### config.mk
export PLATFORM = sky130hd
export DESIGN_NAME = pix422_to_rgb
export DESIGN_NICKNAME = d
export VERILOG_FILES = /design/src/rtl/yuv2rgb_pkg.sv /design/src/rtl/ycc_unpack.sv /design/src/rtl/ycc_matrix.sv /design/src/rtl/ycc_position.sv /design/src/rtl/pix422_to_rgb.sv
export SDC_FILE = /design/constraint.sdc
export NUM_CORES = 1
export LEC_CHECK = 0
export BUFFER_PORTS_ARGS = -buffer_cell sky130_fd_sc_hd__buf_2
export CORE_MARGIN = 8
export CORE_UTILIZATION = 55
export DETAILED_ROUTE_END_ITERATION = 16
export PLACE_DENSITY = 0.74
export SLEW_MARGIN = 5
export SYNTH_ARGS = -nofsm -noshare
export SYNTH_HDL_FRONTEND = slang
export SYNTH_SLANG_ARGS = --single-unit
export TNS_END_PERCENT = 1
### constraint.sdc
create_clock -name clk -period 25.4 [get_ports clk]
set_clock_uncertainty 0.1 [all_clocks]
set_input_delay 3.81 -clock clk [delete_from_list [all_inputs] [get_ports clk]]
set_output_delay 3.81 -clock clk [all_outputs]
set_load 0.05 [all_outputs]
### src/rtl/yuv2rgb_pkg.sv
package yuv2rgb_pkg;
  localparam int COMP_W     = 8;
  localparam int WORD_W     = 4 * COMP_W;
  localparam int NCH        = 3;
  localparam int PIX_W      = NCH * COMP_W;
  localparam int FRAC_W     = 8;
  localparam int ACC_W      = 2 * COMP_W + 4;
  localparam int LUMA_OFS   = 16;
  localparam int CHROMA_OFS = 128;
  localparam int K_Y        = 298;

  // channel index 0 = blue, 1 = green, 2 = red (matches output packing)
  localparam int signed K_U [NCH] = '{0, -100, 517};
  localparam int signed K_V [NCH] = '{409, -208, 0};

  function automatic logic [COMP_W-1:0] sat_shift(input logic signed [ACC_W-1:0] acc);
    logic signed [ACC_W-1:0] sh;
    sh = (acc + ACC_W'(1 << (FRAC_W - 1))) >>> FRAC_W;
    if (sh < 0)
      return '0;
    else if (sh > (2 ** COMP_W - 1))
      return '1;
    else
      return sh[COMP_W-1:0];
  endfunction
endpackage

### src/rtl/ycc_unpack.sv
module ycc_unpack
  import yuv2rgb_pkg::*;
(
  input  logic              clk,
  input  logic              rst_n,
  input  logic              in_valid,
  input  logic [WORD_W-1:0] in_word,
  output logic              in_ready,
  input  logic              take,
  output logic              pix_valid,
  output logic [COMP_W-1:0] pix_y,
  output logic [COMP_W-1:0] pix_u,
  output logic [COMP_W-1:0] pix_v
);
  logic              hold_q, hold_n;
  logic              second_q, second_n;
  logic [WORD_W-1:0] word_q;
  logic              accept;

  // a new word may enter only when the holding stage is empty or its second
  // pixel leaves this very cycle
  always_comb begin
    in_ready = !hold_q || (second_q && take);
    accept   = in_valid && in_ready;
    hold_n   = hold_q;
    second_n = second_q;
    if (accept) begin
      hold_n   = 1'b1;
      second_n = 1'b0;
    end else if (take) begin
      if (second_q) begin
        hold_n   = 1'b0;
        second_n = 1'b0;
      end else begin
        second_n = 1'b1;
      end
    end
  end

  always_ff @(posedge clk or negedge rst_n) begin
    if (!rst_n) begin
      hold_q   <= 1'b0;
      second_q <= 1'b0;
    end else begin
      hold_q   <= hold_n;
      second_q <= second_n;
    end
  end

  always_ff @(posedge clk) begin
    if (accept) word_q <= in_word;
  end

  always_comb begin
    pix_valid = hold_q;
    pix_y     = second_q ? word_q[2*COMP_W +: COMP_W] : word_q[0 +: COMP_W];
    pix_u     = word_q[1*COMP_W +: COMP_W];
    pix_v     = word_q[3*COMP_W +: COMP_W];
  end
endmodule

### src/rtl/ycc_matrix.sv
module ycc_matrix
  import yuv2rgb_pkg::*;
(
  input  logic [COMP_W-1:0] y,
  input  logic [COMP_W-1:0] u,
  input  logic [COMP_W-1:0] v,
  output logic [PIX_W-1:0]  pix
);
  logic signed [ACC_W-1:0] dy, du, dv;

  always_comb begin
    dy = $signed(ACC_W'(y)) - ACC_W'(LUMA_OFS);
    du = $signed(ACC_W'(u)) - ACC_W'(CHROMA_OFS);
    dv = $signed(ACC_W'(v)) - ACC_W'(CHROMA_OFS);
  end

  for (genvar ch = 0; ch < NCH; ch++) begin : g_ch
    localparam logic signed [ACC_W-1:0] KY = ACC_W'(K_Y);
    localparam logic signed [ACC_W-1:0] KU = ACC_W'(K_U[ch]);
    localparam logic signed [ACC_W-1:0] KV = ACC_W'(K_V[ch]);
    logic signed [ACC_W-1:0] acc;

    always_comb acc = KY * dy + KU * du + KV * dv;
    assign pix[ch*COMP_W +: COMP_W] = sat_shift(acc);
  end
endmodule

### src/rtl/ycc_position.sv
module ycc_position #(
  parameter int DIM_W = 12
) (
  input  logic             clk,
  input  logic             rst_n,
  input  logic             step,
  input  logic [DIM_W-1:0] frame_w,
  input  logic [DIM_W-1:0] frame_h,
  output logic             last_col,
  output logic             last_row
);
  logic [DIM_W-1:0] col_q, col_n;
  logic [DIM_W-1:0] row_q, row_n;

  always_comb begin
    last_col = (col_q == frame_w - DIM_W'(1));
    last_row = (row_q == frame_h - DIM_W'(1));
    col_n    = col_q;
    row_n    = row_q;
    if (step) begin
      if (last_col) begin
        col_n = '0;
        row_n = last_row ? '0 : row_q + DIM_W'(1);
      end else begin
        col_n = col_q + DIM_W'(1);
      end
    end
  end

  always_ff @(posedge clk or negedge rst_n) begin
    if (!rst_n) begin
      col_q <= '0;
      row_q <= '0;
    end else if (step) begin
      col_q <= col_n;
      row_q <= row_n;
    end
  end
endmodule

### src/rtl/pix422_to_rgb.sv
module pix422_to_rgb
  import yuv2rgb_pkg::*;
#(
  parameter int DIM_W = 12
) (
  input  logic              clk,
  input  logic              rst_n,
  input  logic [DIM_W-1:0]  frame_w,
  input  logic [DIM_W-1:0]  frame_h,
  input  logic              in_valid,
  input  logic [WORD_W-1:0] in_word,
  output logic              in_ready,
  output logic              out_valid,
  input  logic              out_ready,
  output logic [PIX_W-1:0]  out_pixel,
  output logic              out_eol,
  output logic              out_eof
);
  logic              pix_valid;
  logic [COMP_W-1:0] pix_y, pix_u, pix_v;
  logic [PIX_W-1:0]  rgb;
  logic              last_col, last_row;
  logic              adv, take;
  logic              vld_q, vld_n;
  logic [PIX_W-1:0]  pix_q;
  logic              eol_q, eof_q;

  ycc_unpack u_unpack (
    .clk      (clk),
    .rst_n    (rst_n),
    .in_valid (in_valid),
    .in_word  (in_word),
    .in_ready (in_ready),
    .take     (take),
    .pix_valid(pix_valid),
    .pix_y    (pix_y),
    .pix_u    (pix_u),
    .pix_v    (pix_v)
  );

  ycc_matrix u_matrix (
    .y  (pix_y),
    .u  (pix_u),
    .v  (pix_v),
    .pix(rgb)
  );

  ycc_position #(.DIM_W(DIM_W)) u_pos (
    .clk     (clk),
    .rst_n   (rst_n),
    .step    (take),
    .frame_w (frame_w),
    .frame_h (frame_h),
    .last_col(last_col),
    .last_row(last_row)
  );

  always_comb begin
    adv   = !vld_q || out_ready;
    take  = pix_valid && adv;
    vld_n = adv ? pix_valid : vld_q;
  end

  always_ff @(posedge clk or negedge rst_n) begin
    if (!rst_n) vld_q <= 1'b0;
    else        vld_q <= vld_n;
  end

  always_ff @(posedge clk) begin
    if (take) begin
      pix_q <= rgb;
      eol_q <= last_col;
      eof_q <= last_col && last_row;
    end
  end

  assign out_valid = vld_q;
  assign out_pixel = pix_q;
  assign out_eol   = eol_q;
  assign out_eof   = eof_q;
endmodule

==> results.txt, run 1 <==
The floorplan has 53 rows. The worst slew margin relative to its limit is 0.323. Relative to the synthesized area, the layout overhead comes to 9.03%. For this configuration, the core starts out at a cell density of 0.559. The clock root buffer master is sky130_fd_sc_hd__clkbuf_16. The slack of the worst reg-to-reg path is 16.46 ns.

The worst setup path is launched from a flip-flop. The slowest cell on the critical path is sky130_fd_sc_hd__dfrtp_1. In the routed design, unresolved DRC markers number 0. Entering global routing, the biggest net connects 38 pins.

The number of register bits inferred by synthesis is between 80 and 90. For this block, the via count after detailed routing is approximately 8500. Of the cells placed in the final design, the portion with a size suffix greater than 1 is 0.104. Setup repair after global routing left no endpoint under its margin.

The max-slew violation count came to 0. Summed over all instances, the cell type with the most area after synthesis is sky130_fd_sc_hd__ha_1. The antenna diode count came out at 0. After synthesis, the most frequently instantiated cells are sky130_fd_sc_hd__ha_1 (247), sky130_fd_sc_hd__inv_1 (211), sky130_fd_sc_hd__fa_1 (78). The number of gates resized after CTS was 0.

After detailed routing, the average wire length per cell comes to 15.7 um. The area of the die is about 26000 um^2. The highest net fanout along the worst path came out at 12. Broken down by cell family, the worst path's largest delay share belongs to adder cells. The number of nets handed over by synthesis was 1581. The number of enable flip-flop cells after synthesis came out at 58. The mean area per synthesized cell came out at 9.79 um^2. The gate count of the mapped netlist came out at 1196. The fill cell total of the finished layout is 1808. The data arrival time of the critical path is 8.94 ns. Setup violations remaining at the end of the flow were counted as 0.

The routability congestion estimate came out at 0.837. In this run the worst hold path is classified as reg2reg. The number of detailed-route iterations in the first pass is 5.

The worst path needs a little under 9 ns of the cycle, external delays included. The prevailing post-synth register cell is sky130_fd_sc_hd__edfxtp_1. The clock passes through at most 2 buffers. The total half-perimeter wirelength after legalization and detailed placement is 20800 um.

The hold violation count in the final report came out at 0. The type of the worst setup path is reg2reg. The via count of the first global-routing pass came out at 8881. The die width came out at 162 um. The count of routing violations after the opening detailed-route iteration is between 300 and 400. The hold-fix buffer count after cts came out at 0. The max-capacitance violation count came out at 0. The share of synthesized area in the top cell type comes to 0.264. For the worst setup path, the data required time is 25.39 ns. The die boundary height came out at roughly 160 um. The area of the core is about 21000 um^2.

The final routed wirelength across all metal layers is 24600 um. After the last flow step, the layout net total stands at between 1500 and 2000. The cell area after technology mapping came out at 11700 um^2. The clock sink total is 85. The critical path buffer and inverter count is 5. TritonCTS built the clock tree.

The proportion of synthesized chip area in sequential cells is 0.206. The delay contributed by the slowest stage of the critical path came out at 0.64 ns. For the pin with the worst max-slew slack, the measured transition is 1.00 ns. Based on the critical path, the design can be clocked at up to about 0.11 GHz. The residual antenna-violating net count after detailed routing is 0. The global routing usage summed across all routing layers came out at 0.195. The post-CTS setup buffer count came out at 0. In this run, distinct cell masters in the synthesized netlist total 71. The total negative setup slack is 0 ns. The fraction of registers with async set or reset after synthesis is 0.318.

The clock tree synthesis step divided the H-tree into 3 levels. The period utilization is 0.352. The number of buffers created by CTS is 9. Yosys attributes the largest share of cell area to sky130_fd_sc_hd__ha_1 (26%), sky130_fd_sc_hd__edfxtp_1 (15%), sky130_fd_sc_hd__fa_1 (13%), sky130_fd_sc_hd__inv_1 (6.8%), sky130_fd_sc_hd__dfrtp_1 (5.8%). The via density per instance is 5.44. Yosys instantiated no cell more often than sky130_fd_sc_hd__ha_1.

For this run, the number of Yosys warnings is 0. approximately 90 I/O pins were placed. The clock insertion delay at the later pin of the skew report came out at 0.36 ns. During placement, the flow inserted port buffers numbering 87. The global-route wire length before repair is 41600 um. The run finished with clean final reports. The endpoint class of the critical path is a flip-flop. For this run the aggregate overflow at the end of global routing stands at 0. The cell that appears most often on the critical path is sky130_fd_sc_hd__ha_1.

The number of antenna violations at the first check in global routing came out at 0. The post-CTS clock slew at the launch and capture registers of the worst setup and hold paths came out at 0.07 ns.
[flip-flops by register name, summed over array words and instances, names as in the netlist]
name                count
out_eof                 1
u_pos.col_q            12
u_unpack.second_q       1
out_pixel              24
u_unpack.word_q        32
out_eol                 1
u_pos.row_q            12
u_unpack.pix_valid      1
out_valid               1
[metal layers]
layer | share of wire | global-route usage
met5 | 0 | 0
met4 | 0.031 | 0.0770
met3 | 0.046 | 0.0321
met2 | 0.48 | 0.342
met1 | 0.44 | 0.236
[placed cells by master, fill, tap and decap left out, drive strengths merged, types with 4 or more instances in the layout]
master,count
a2111oi,5
a211o,4
a21boi,5
a21o,20
a21oi,56
a22o,4
a31oi,15
a41oi,4
and2,7
and3,16
buf,91
clkbuf,9
dfrtp,27
edfxtp,58
fa,78
ha,247
inv,216
mux2,8
mux2i,7
nand2,42
nand2b,17
nand3,19
nand4,8
nor2,51
nor2b,25
nor3,15
nor4,7
o211ai,6
o21a,13
o21ai,41
o21bai,4
o31ai,9
or2,6
or3,13
xnor2,57
xor2,43
[through the flow]
step,utilization,setup WS (ns),cell area [um^2],hold WS [ns],cells
final,0.609,16.46,12800,0.433,1567
after global routing,0.609,15.95,12800,0.443,1567
after CTS,0.609,16.47,12800,0.437,1567
after detailed placement,0.595,16.49,12500,0.418,1551
after global placement,0.595,16.71,12500,0.398,1551
after floorplan,-,15.94,11700,0.357,1196
[kinds of logic after synthesis]
| logic type | Yosys count | share of synthesized area |
|---|---|---|
| fa+ha+maj | 325 | 0.397 |
| simple gates | 240 | 0.108 |
| buf+inv | 222 | 0.0720 |
| compound gates | 206 | 0.121 |
| xor+xnor | 103 | 0.0807 |
| flops | 85 | 0.206 |
| mux | 15 | 0.0143 |
[worst paths after layout]
kind / from / end / cells after the start
setup / recovery: u_unpack.second_q$_DFFE_PN0P_ / out_pixel[0]$_SDFFCE_PN0P_ / 29
hold / removal: out_valid$_DFFE_PN0N_ / out_valid$_DFFE_PN0N_ / 2
setup reg to reg: u_unpack.second_q$_DFFE_PN0P_ / out_pixel[0]$_SDFFCE_PN0P_ / 29
hold reg to reg: out_valid$_DFFE_PN0N_ / out_valid$_DFFE_PN0N_ / 2
max in group asynchronous: rst_n / u_pos.row_q[11]$_DFFE_PN0P_ / 1
min in group asynchronous: rst_n / u_pos.col_q[11]$_DFFE_PN0P_ / 1
[cell type report]
cell class,count,area (um^2),share of cell area
flip-flops and latches,85,2420,0.189
well taps,275,344,0.0270
clock buffers,9,225,0.0176
clock inverters,7,73.8,0.00578
multi-input cells,889,8450,0.662
repair buffers,91,465,0.0365
inverters,211,792,0.0621
[worst register-to-register path, delay by kind of cell, from the launching register on]
family / cells / cell delay, ns
fa+ha+maj: 10 / 3.93
compound gates: 7 / 1.33
simple gates: 4 / 1.26
flops: 1 / 0.64
mux: 1 / 0.55
xor+xnor: 2 / 0.48
buf+inv: 5 / 0.40
Power of run 1 is not shown: default switching activity piles up to over one toggle a cycle in this logic, so the estimate is an artifact.
==> run 2: changes to the inputs <==
==> constraint.sdc (replaced) <==
create_clock -name clk -period 9 [get_ports clk]
set_clock_uncertainty 0.1 [all_clocks]
set_input_delay 1.35 -clock clk [delete_from_list [all_inputs] [get_ports clk]]
set_output_delay 1.35 -clock clk [all_outputs]
set_load 0.05 [all_outputs]
==> run 2 against run 1 <==
Against the previous run:
- hold slack got worse by 0.0057 ns
- maximum frequency up 6.5%
- routed wire length hardly changed
- non-clock buffer count increased by 2
- final area grew 0.28%
- highest routed layer unchanged
- flip-flop and latch count stayed put
- via count increased by 0.72%
==> results.txt, run 2 (synthesized netlist as in run 1, its figures left out) <==
The total number of vias is 8592. The detail-routed net length per standard cell is 15.7 um. Of the cells placed in the final design, the portion with a size suffix greater than 1 is 0.107.

In this design, the critical path's most frequently occurring cell is sky130_fd_sc_hd__ha_1. Compared with the post-synthesis result, the final layout area differs by 9.34%. The number of buffers added on ports is slightly below 90.

The worst register-to-register path begins at u_unpack.second_q$_DFFE_PN0P_. The die covers 26200 um^2. The worst register-to-register path ends at out_pixel[0]$_SDFFCE_PN0P_. The number of clock buffers added by TritonCTS is 9. The largest individual stage delay along the critical path comes from the cell sky130_fd_sc_hd__fa_1. The required time at the endpoint of the critical path is about 9.0 ns. The highest net fanout along the worst path is 10.

After the last flow step, the layout net total stands at 1674. The final routed wirelength across all metal layers is approximately 25000 um. The routability congestion estimate came out at 0.876. The antenna diode count is 0. The maximum number of pins on one net before global-route repair is 38.

The number of cells on the worst reg-to-reg path is 30. The global-route wire length before repair is 41500 um. In this run, the number of DRC markers left after iteration 0 of detailed routing was 307.

The die width is approximately 160 um. More flip-flops sit in one register than any other, and that register is u_unpack.word_q. Among cell families on the critical path, the largest total delay comes from adder cells. The via count of the first global-routing pass came out at 8882.

The clock sink total is 85. The pre-CTS worst setup slack is about 0.32 ns. The later pin in the worst-skew pair is clocked with a latency of between 0.3 and 0.4 ns. The total negative setup slack is 0 ns. Max-cap violations in this run came to 0. For this run, the slowest stage of the critical path takes 0.54 ns.

The data arrival time of the critical path came out at 8.40 ns. The count of cells along the worst hold path is 2. The run finished with clean final reports. The final period demand of the worst path came out at between 8 and 9 ns.

The transition at the pin with the smallest max-transition slack came out at between 0.8 and 0.9 ns. The highest achievable clock rate is 0.119 GHz. The top-level I/O count came out at 88. The number of detailed-route iterations in the first pass came out at 5. The total area inside the core boundary comes to 21000 um^2. The setup slack of the critical path after layout came out at 0.604 ns. For this run, the total global-route usage over all layers was measured as 0.194. The detailed-route DRC error count came out at 0. The slack of the worst reg-to-reg path is 0.60 ns. The post-CTS clock slew at the launch and capture registers of the worst setup and hold paths is ~0.070 ns. Clock tree synthesis selected as its root buffer the cell sky130_fd_sc_hd__clkbuf_16. The number of failing setup endpoints in the final timing report is 0. The via density per instance came out at ~5.5.

The most common library cell in the layout ignoring fill and taps is sky130_fd_sc_hd__ha_1. The register with the most flip-flops in the layout has 32 of them. The number of antenna violations at the first check in global routing was 0. The floorplan has 53 rows. Once detail routing completed, the nets flagged for antenna violations numbered 0. On the final layout, the worst hold slack is roughly 0.43 ns.

The die is 162 um tall. The path class of the tightest hold or removal check is reg2reg. For this configuration, the core starts out at a cell density of 0.559. The endpoint class of the critical path is a flip-flop. The max-slew violation count is 0.

The sink of the worst hold path is out_valid$_DFFE_PN0N_. TritonCTS built the clock tree. Leaving out fill and tap cells, the most frequent cells in the layout are sky130_fd_sc_hd__ha_1 (247), sky130_fd_sc_hd__inv_1 (211), sky130_fd_sc_hd__buf_2 (87). Counting both buffers and inverters, the worst setup path holds a total of 6.

STA classifies the critical path startpoint as a flip-flop. Setup repair after global routing left no endpoint under its margin. After global routing the overflow that remains totals 0. The hold violation count in the final report is 0. The period utilization came out at 0.933. The total half-perimeter wirelength after legalization and detailed placement came out at 20700 um. The worst slew margin relative to its limit came out at 0.449. The fill cell total of the finished layout came out at 1775. The critical path in this run is classified as reg2reg. The number of levels in the clock H-tree came out at 3. The post-CTS setup buffer count is 0. The number of buffers on the longest clock path came out at 2. The critical hold path startpoint is out_valid$_DFFE_PN0N_.
[run 2: cell types whose count changed in the layout (fill, tap and decap cells not counted), sizes merged]
cell      previous run  this run
clkinvlp             0         1
inv                216       215
buf                 91        93
clkinv               2         0
clkbuf               9        11
[run 2: worst register-to-register path: cells and delay by family (launching register included)]
kind                     cells  cell delay (ns)
XOR/XNOR                     3             0.85
flip-flops                   1             0.50
multiplexers                 1             0.15
AND/OR/NAND/NOR              3             0.83
buffers and inverters        6             0.54
AO/OA/AOI/OAI                7             1.39
adder cells (fa/ha/maj)     10             3.78
[run 2: repair_timing]
action / in CTS / in global routing
hold buffers: 0 / 0
setup endpoints to repair: 0 / 8
gates resized for setup: 0 / 2
[run 2: layout make-up]
cell class	instances	area (um^2)	area share
clock buffer	11	275	0.0215
clock inverter	5	42.5	0.00332
inverter	211	792	0.0619
multi-input combinational	889	8450	0.660
sequential	85	2420	0.189
tap	275	344	0.0269
timing repair buffer	93	480	0.0375
[run 2: layer usage]
metal  wire, um  track usage  vias to the layer above  part of all wire
li1           -            -                     4300                 -
met1      11300        0.240                     4086              0.46
met2      11600        0.335                      168              0.47
met3       1050       0.0332                       38             0.042
met4        672       0.0724                        0             0.027
met5          0            0                        -                 0
[run 2: metrics by stage]
step	utilization	instances	area, um^2
after floorplan	-	1196	11700
after global placement	0.596	1553	12500
after detailed placement	0.596	1553	12500
after CTS	0.611	1569	12800
after global routing	0.611	1569	12800
final	0.611	1569	12800
[run 2: worst max-delay path by stage]
stage                                       start                    endpoint  slack [ns]  cells after the start
floorplan           u_unpack.second_q$_DFFE_PN0P_  out_pixel[0]$_SDFFCE_PN0P_        0.90                     31
global placement    u_unpack.second_q$_DFFE_PN0P_  out_pixel[0]$_SDFFCE_PN0P_        0.58                     30
detailed placement  u_unpack.second_q$_DFFE_PN0P_  out_pixel[0]$_SDFFCE_PN0P_        0.32                     30
CTS                 u_unpack.second_q$_DFFE_PN0P_  out_pixel[0]$_SDFFCE_PN0P_        0.31                     30
global route        u_unpack.second_q$_DFFE_PN0P_  out_pixel[2]$_SDFFCE_PN0P_        0.02                     30
finish              u_unpack.second_q$_DFFE_PN0P_  out_pixel[0]$_SDFFCE_PN0P_        0.60                     30
Power of run 2 is left out for the same reason.
==> run 3: changes to the inputs <==
--- a/config.mk
+++ b/config.mk
@@ -5,9 +5,10 @@
 export SDC_FILE = /design/constraint.sdc
 export NUM_CORES = 1
 export LEC_CHECK = 0
-export BUFFER_PORTS_ARGS = -buffer_cell sky130_fd_sc_hd__buf_2
+export BUFFER_PORTS_ARGS = -buffer_cell sky130_fd_sc_hd__buf_4
 export CORE_MARGIN = 8
 export CORE_UTILIZATION = 55
+export CTS_BUF_LIST = sky130_fd_sc_hd__clkbuf_16
 export DETAILED_ROUTE_END_ITERATION = 16
 export PLACE_DENSITY = 0.74
 export SLEW_MARGIN = 5
==> run 3 against run 2 <==
Against the previous run:
- hold slack about the same
- cell count unchanged
- flip-flop and latch count unchanged
- register-to-register slack worse by 0.08 ns
- first-iteration DRC count up 26%
- maximum frequency down 1.0%
- clock-buffer cell count down 2
- via count down 0.30%
- critical endpoint unchanged
==> results.txt, run 3 (synthesized netlist as in run 1, its figures left out) <==
In this run the remaining antenna-violating nets after routing total 0. For this configuration, the core starts out at a cell density of 0.559. The fill cell total of the finished layout came out at 1742. The final routed wirelength across all metal layers is 24600 um. The clock passes through at most 2 buffers.

The clock insertion delay at the later pin of the skew report came out at 0.36 ns. For this run, the total global-route usage over all layers was measured as 0.197. The total number of vias is 8566. The post-CTS clock slew at the launch and capture registers of the worst setup and hold paths is around 0.070 ns. The run finished with clean final reports. The total negative setup slack is 0 ns. The flip-flop count of the largest register, all copies and words added came out at 32.

The share of final-layout standard cells stronger than drive strength 1 came out at 0.107. On the critical path, the stage with the largest delay is an instance of sky130_fd_sc_hd__fa_1. The detailed router put a total of 11600 um of wire on met1.

The area of all placed cells without fillers came out at 13000 um^2. The overall overflow remaining after global route came out at 0. The most repeated library cell on the critical path is sky130_fd_sc_hd__ha_1. After detailed routing, the met3 layer carries 873 um of wire. The number of buffers created by CTS is 9. The total half-perimeter wirelength after legalization and detailed placement is 20700 um. The die boundary height is 162 um.

The period utilization is 0.942. The max-capacitance violation count came out at 0. The die width came out at between 150 and 200 um.

The detailed-route DRC error count came out at 0. The count of routing violations after the opening detailed-route iteration is 388. The sum of met2 wire segment lengths after detailed routing is 11500 um. Ranked by flip-flop count, first place goes to u_unpack.word_q. In the routed layout, each cell is associated on average with a via count of ~5.5. The most common library cell in the layout ignoring fill and taps is sky130_fd_sc_hd__ha_1. The count of nets after finishing came out at between 1500 and 2000.

The area of combinational cells with multiple inputs came out at 8450 um^2. The antenna diode count came out at 0. The highest achievable clock rate is between 0.1 and 0.15 GHz.

The slack of the worst reg-to-reg path came out at 0.52 ns. Entering global routing, the biggest net connects 38 pins. The number of buffers added on ports is slightly below 90. The delay contributed by the slowest stage of the critical path is 0.54 ns.

The critical path buffer and inverter count came out at 5. The worst pin sits at a relative slew slack of 0.386. The global-route wire length before repair came out at about 42000 um.

After layout, the worst setup slack is 0.519 ns. The number of antenna violations at the first check in global routing is 0. Hold timing on the final database bottoms out at a slack of 0.426 ns. The cell family contributing the most delay on the critical path is adder cells.

The worst setup path is of the reg2reg kind. The worst setup path is captured at a flip-flop. The required time at the endpoint of the critical path is 8.99 ns. The detail-routed net length per standard cell came out at approximately 16 um. The number of detailed-route iterations in the first pass came out at 5. The max-slew violation count came to 0. The routability congestion estimate came out at ~0.86. The placed standard-cell area is 12700 um^2. The type of origin of the critical path is a flip-flop. Setup repair after global routing left no endpoint under its margin. The min-delay analysis places its worst path in the category reg2reg. TritonCTS built the clock tree. After floorplanning, the core was sized to cover roughly 21000 um^2. The clock sink total came out at 85. The final period demand of the worst path came out at 8.48 ns. The library cells used most frequently in the layout, excluding fill and tap cells, are sky130_fd_sc_hd__ha_1 (247), sky130_fd_sc_hd__inv_1 (211), sky130_fd_sc_hd__buf_4 (93).

The number of failing setup endpoints in the final timing report is 0. The top-level I/O count came out at just under 90. The via count of the first global-routing pass is 8885. The pre-CTS worst setup slack is 0.450 ns. The transition at the pin with the smallest max-transition slack came out at 0.912 ns. Along the worst path, the maximum fanout reaches 12. The number of levels in the clock H-tree is 3. The highest layer touched by signal routing is met4.

The relative area change from synthesis to final layout is 11.0%. The sequential cell area is 2420 um^2. In this run the clock root is driven by a sky130_fd_sc_hd__clkbuf_16.

The hold violation count in the final report came out at 0. The area of the die is 26200 um^2. The number of rows created at floorplan came out at 53.

The data arrival time of the critical path is 8.47 ns.
## run 3: cell count changes in the layout (fill, tap and decap cells not counted)
cell | before | now
sky130_fd_sc_hd__inv_6 | 2 | 3
sky130_fd_sc_hd__clkinv_4 | 0 | 2
sky130_fd_sc_hd__inv_4 | 1 | 0
sky130_fd_sc_hd__and3_2 | 1 | 0
sky130_fd_sc_hd__and3_1 | 15 | 16
sky130_fd_sc_hd__dfrtp_2 | 1 | 0
sky130_fd_sc_hd__buf_4 | 6 | 93
sky130_fd_sc_hd__clkbuf_16 | 11 | 9
sky130_fd_sc_hd__dfrtp_1 | 26 | 27
sky130_fd_sc_hd__mux2i_1 | 7 | 6
sky130_fd_sc_hd__mux2i_2 | 0 | 1
sky130_fd_sc_hd__buf_2 | 87 | 0
## run 3: worst paths after layout
check	start	endpoint	depth (start not counted)
min	out_valid$_DFFE_PN0N_	out_valid$_DFFE_PN0N_	2
max	u_unpack.second_q$_DFFE_PN0P_	out_pixel[0]$_SDFFCE_PN0P_	29
min reg2reg	out_valid$_DFFE_PN0N_	out_valid$_DFFE_PN0N_	2
min in group asynchronous	rst_n	u_pos.col_q[11]$_DFFE_PN0P_	1
max reg2reg	u_unpack.second_q$_DFFE_PN0P_	out_pixel[0]$_SDFFCE_PN0P_	29
max in group asynchronous	rst_n	u_pos.row_q[8]$_DFFE_PN0P_	1
## run 3: area by class of cell
type / instances / share of cell area
tap: 275 / 0.0265
sequential: 85 / 0.186
clock buffer: 9 / 0.0173
inverter: 211 / 0.0610
multi-input combinational: 889 / 0.651
clock inverter: 7 / 0.00482
timing repair buffer: 93 / 0.0538
## run 3: tightest hold or removal path, stage by stage, from the launching register on
cell	delay [ns]
sky130_fd_sc_hd__dfrtp_1	0.35
sky130_fd_sc_hd__nand2b_1	0.08
sky130_fd_sc_hd__nand2b_1	0.07
## run 3: routing by layer
metal | vias to the layer above | track usage
li1 | 4310 | -
met1 | 4044 | 0.249
met2 | 175 | 0.339
met3 | 37 | 0.0268
met4 | 0 | 0.0669
met5 | - | 0
## run 3: metrics by stage
step | utilization | cells
after floorplan | - | 1196
after global placement | 0.606 | 1553
after detailed placement | 0.606 | 1553
after CTS | 0.620 | 1569
after global routing | 0.620 | 1569
final | 0.620 | 1569
## run 3: timing repair
item,CTS,global route
endpoints found under the setup margin,0,8
setup buffers,0,0
resized for setup,0,1
hold endpoints to repair,0,0
hold buffers,0,0
Power of run 3 is left out for the same reason.
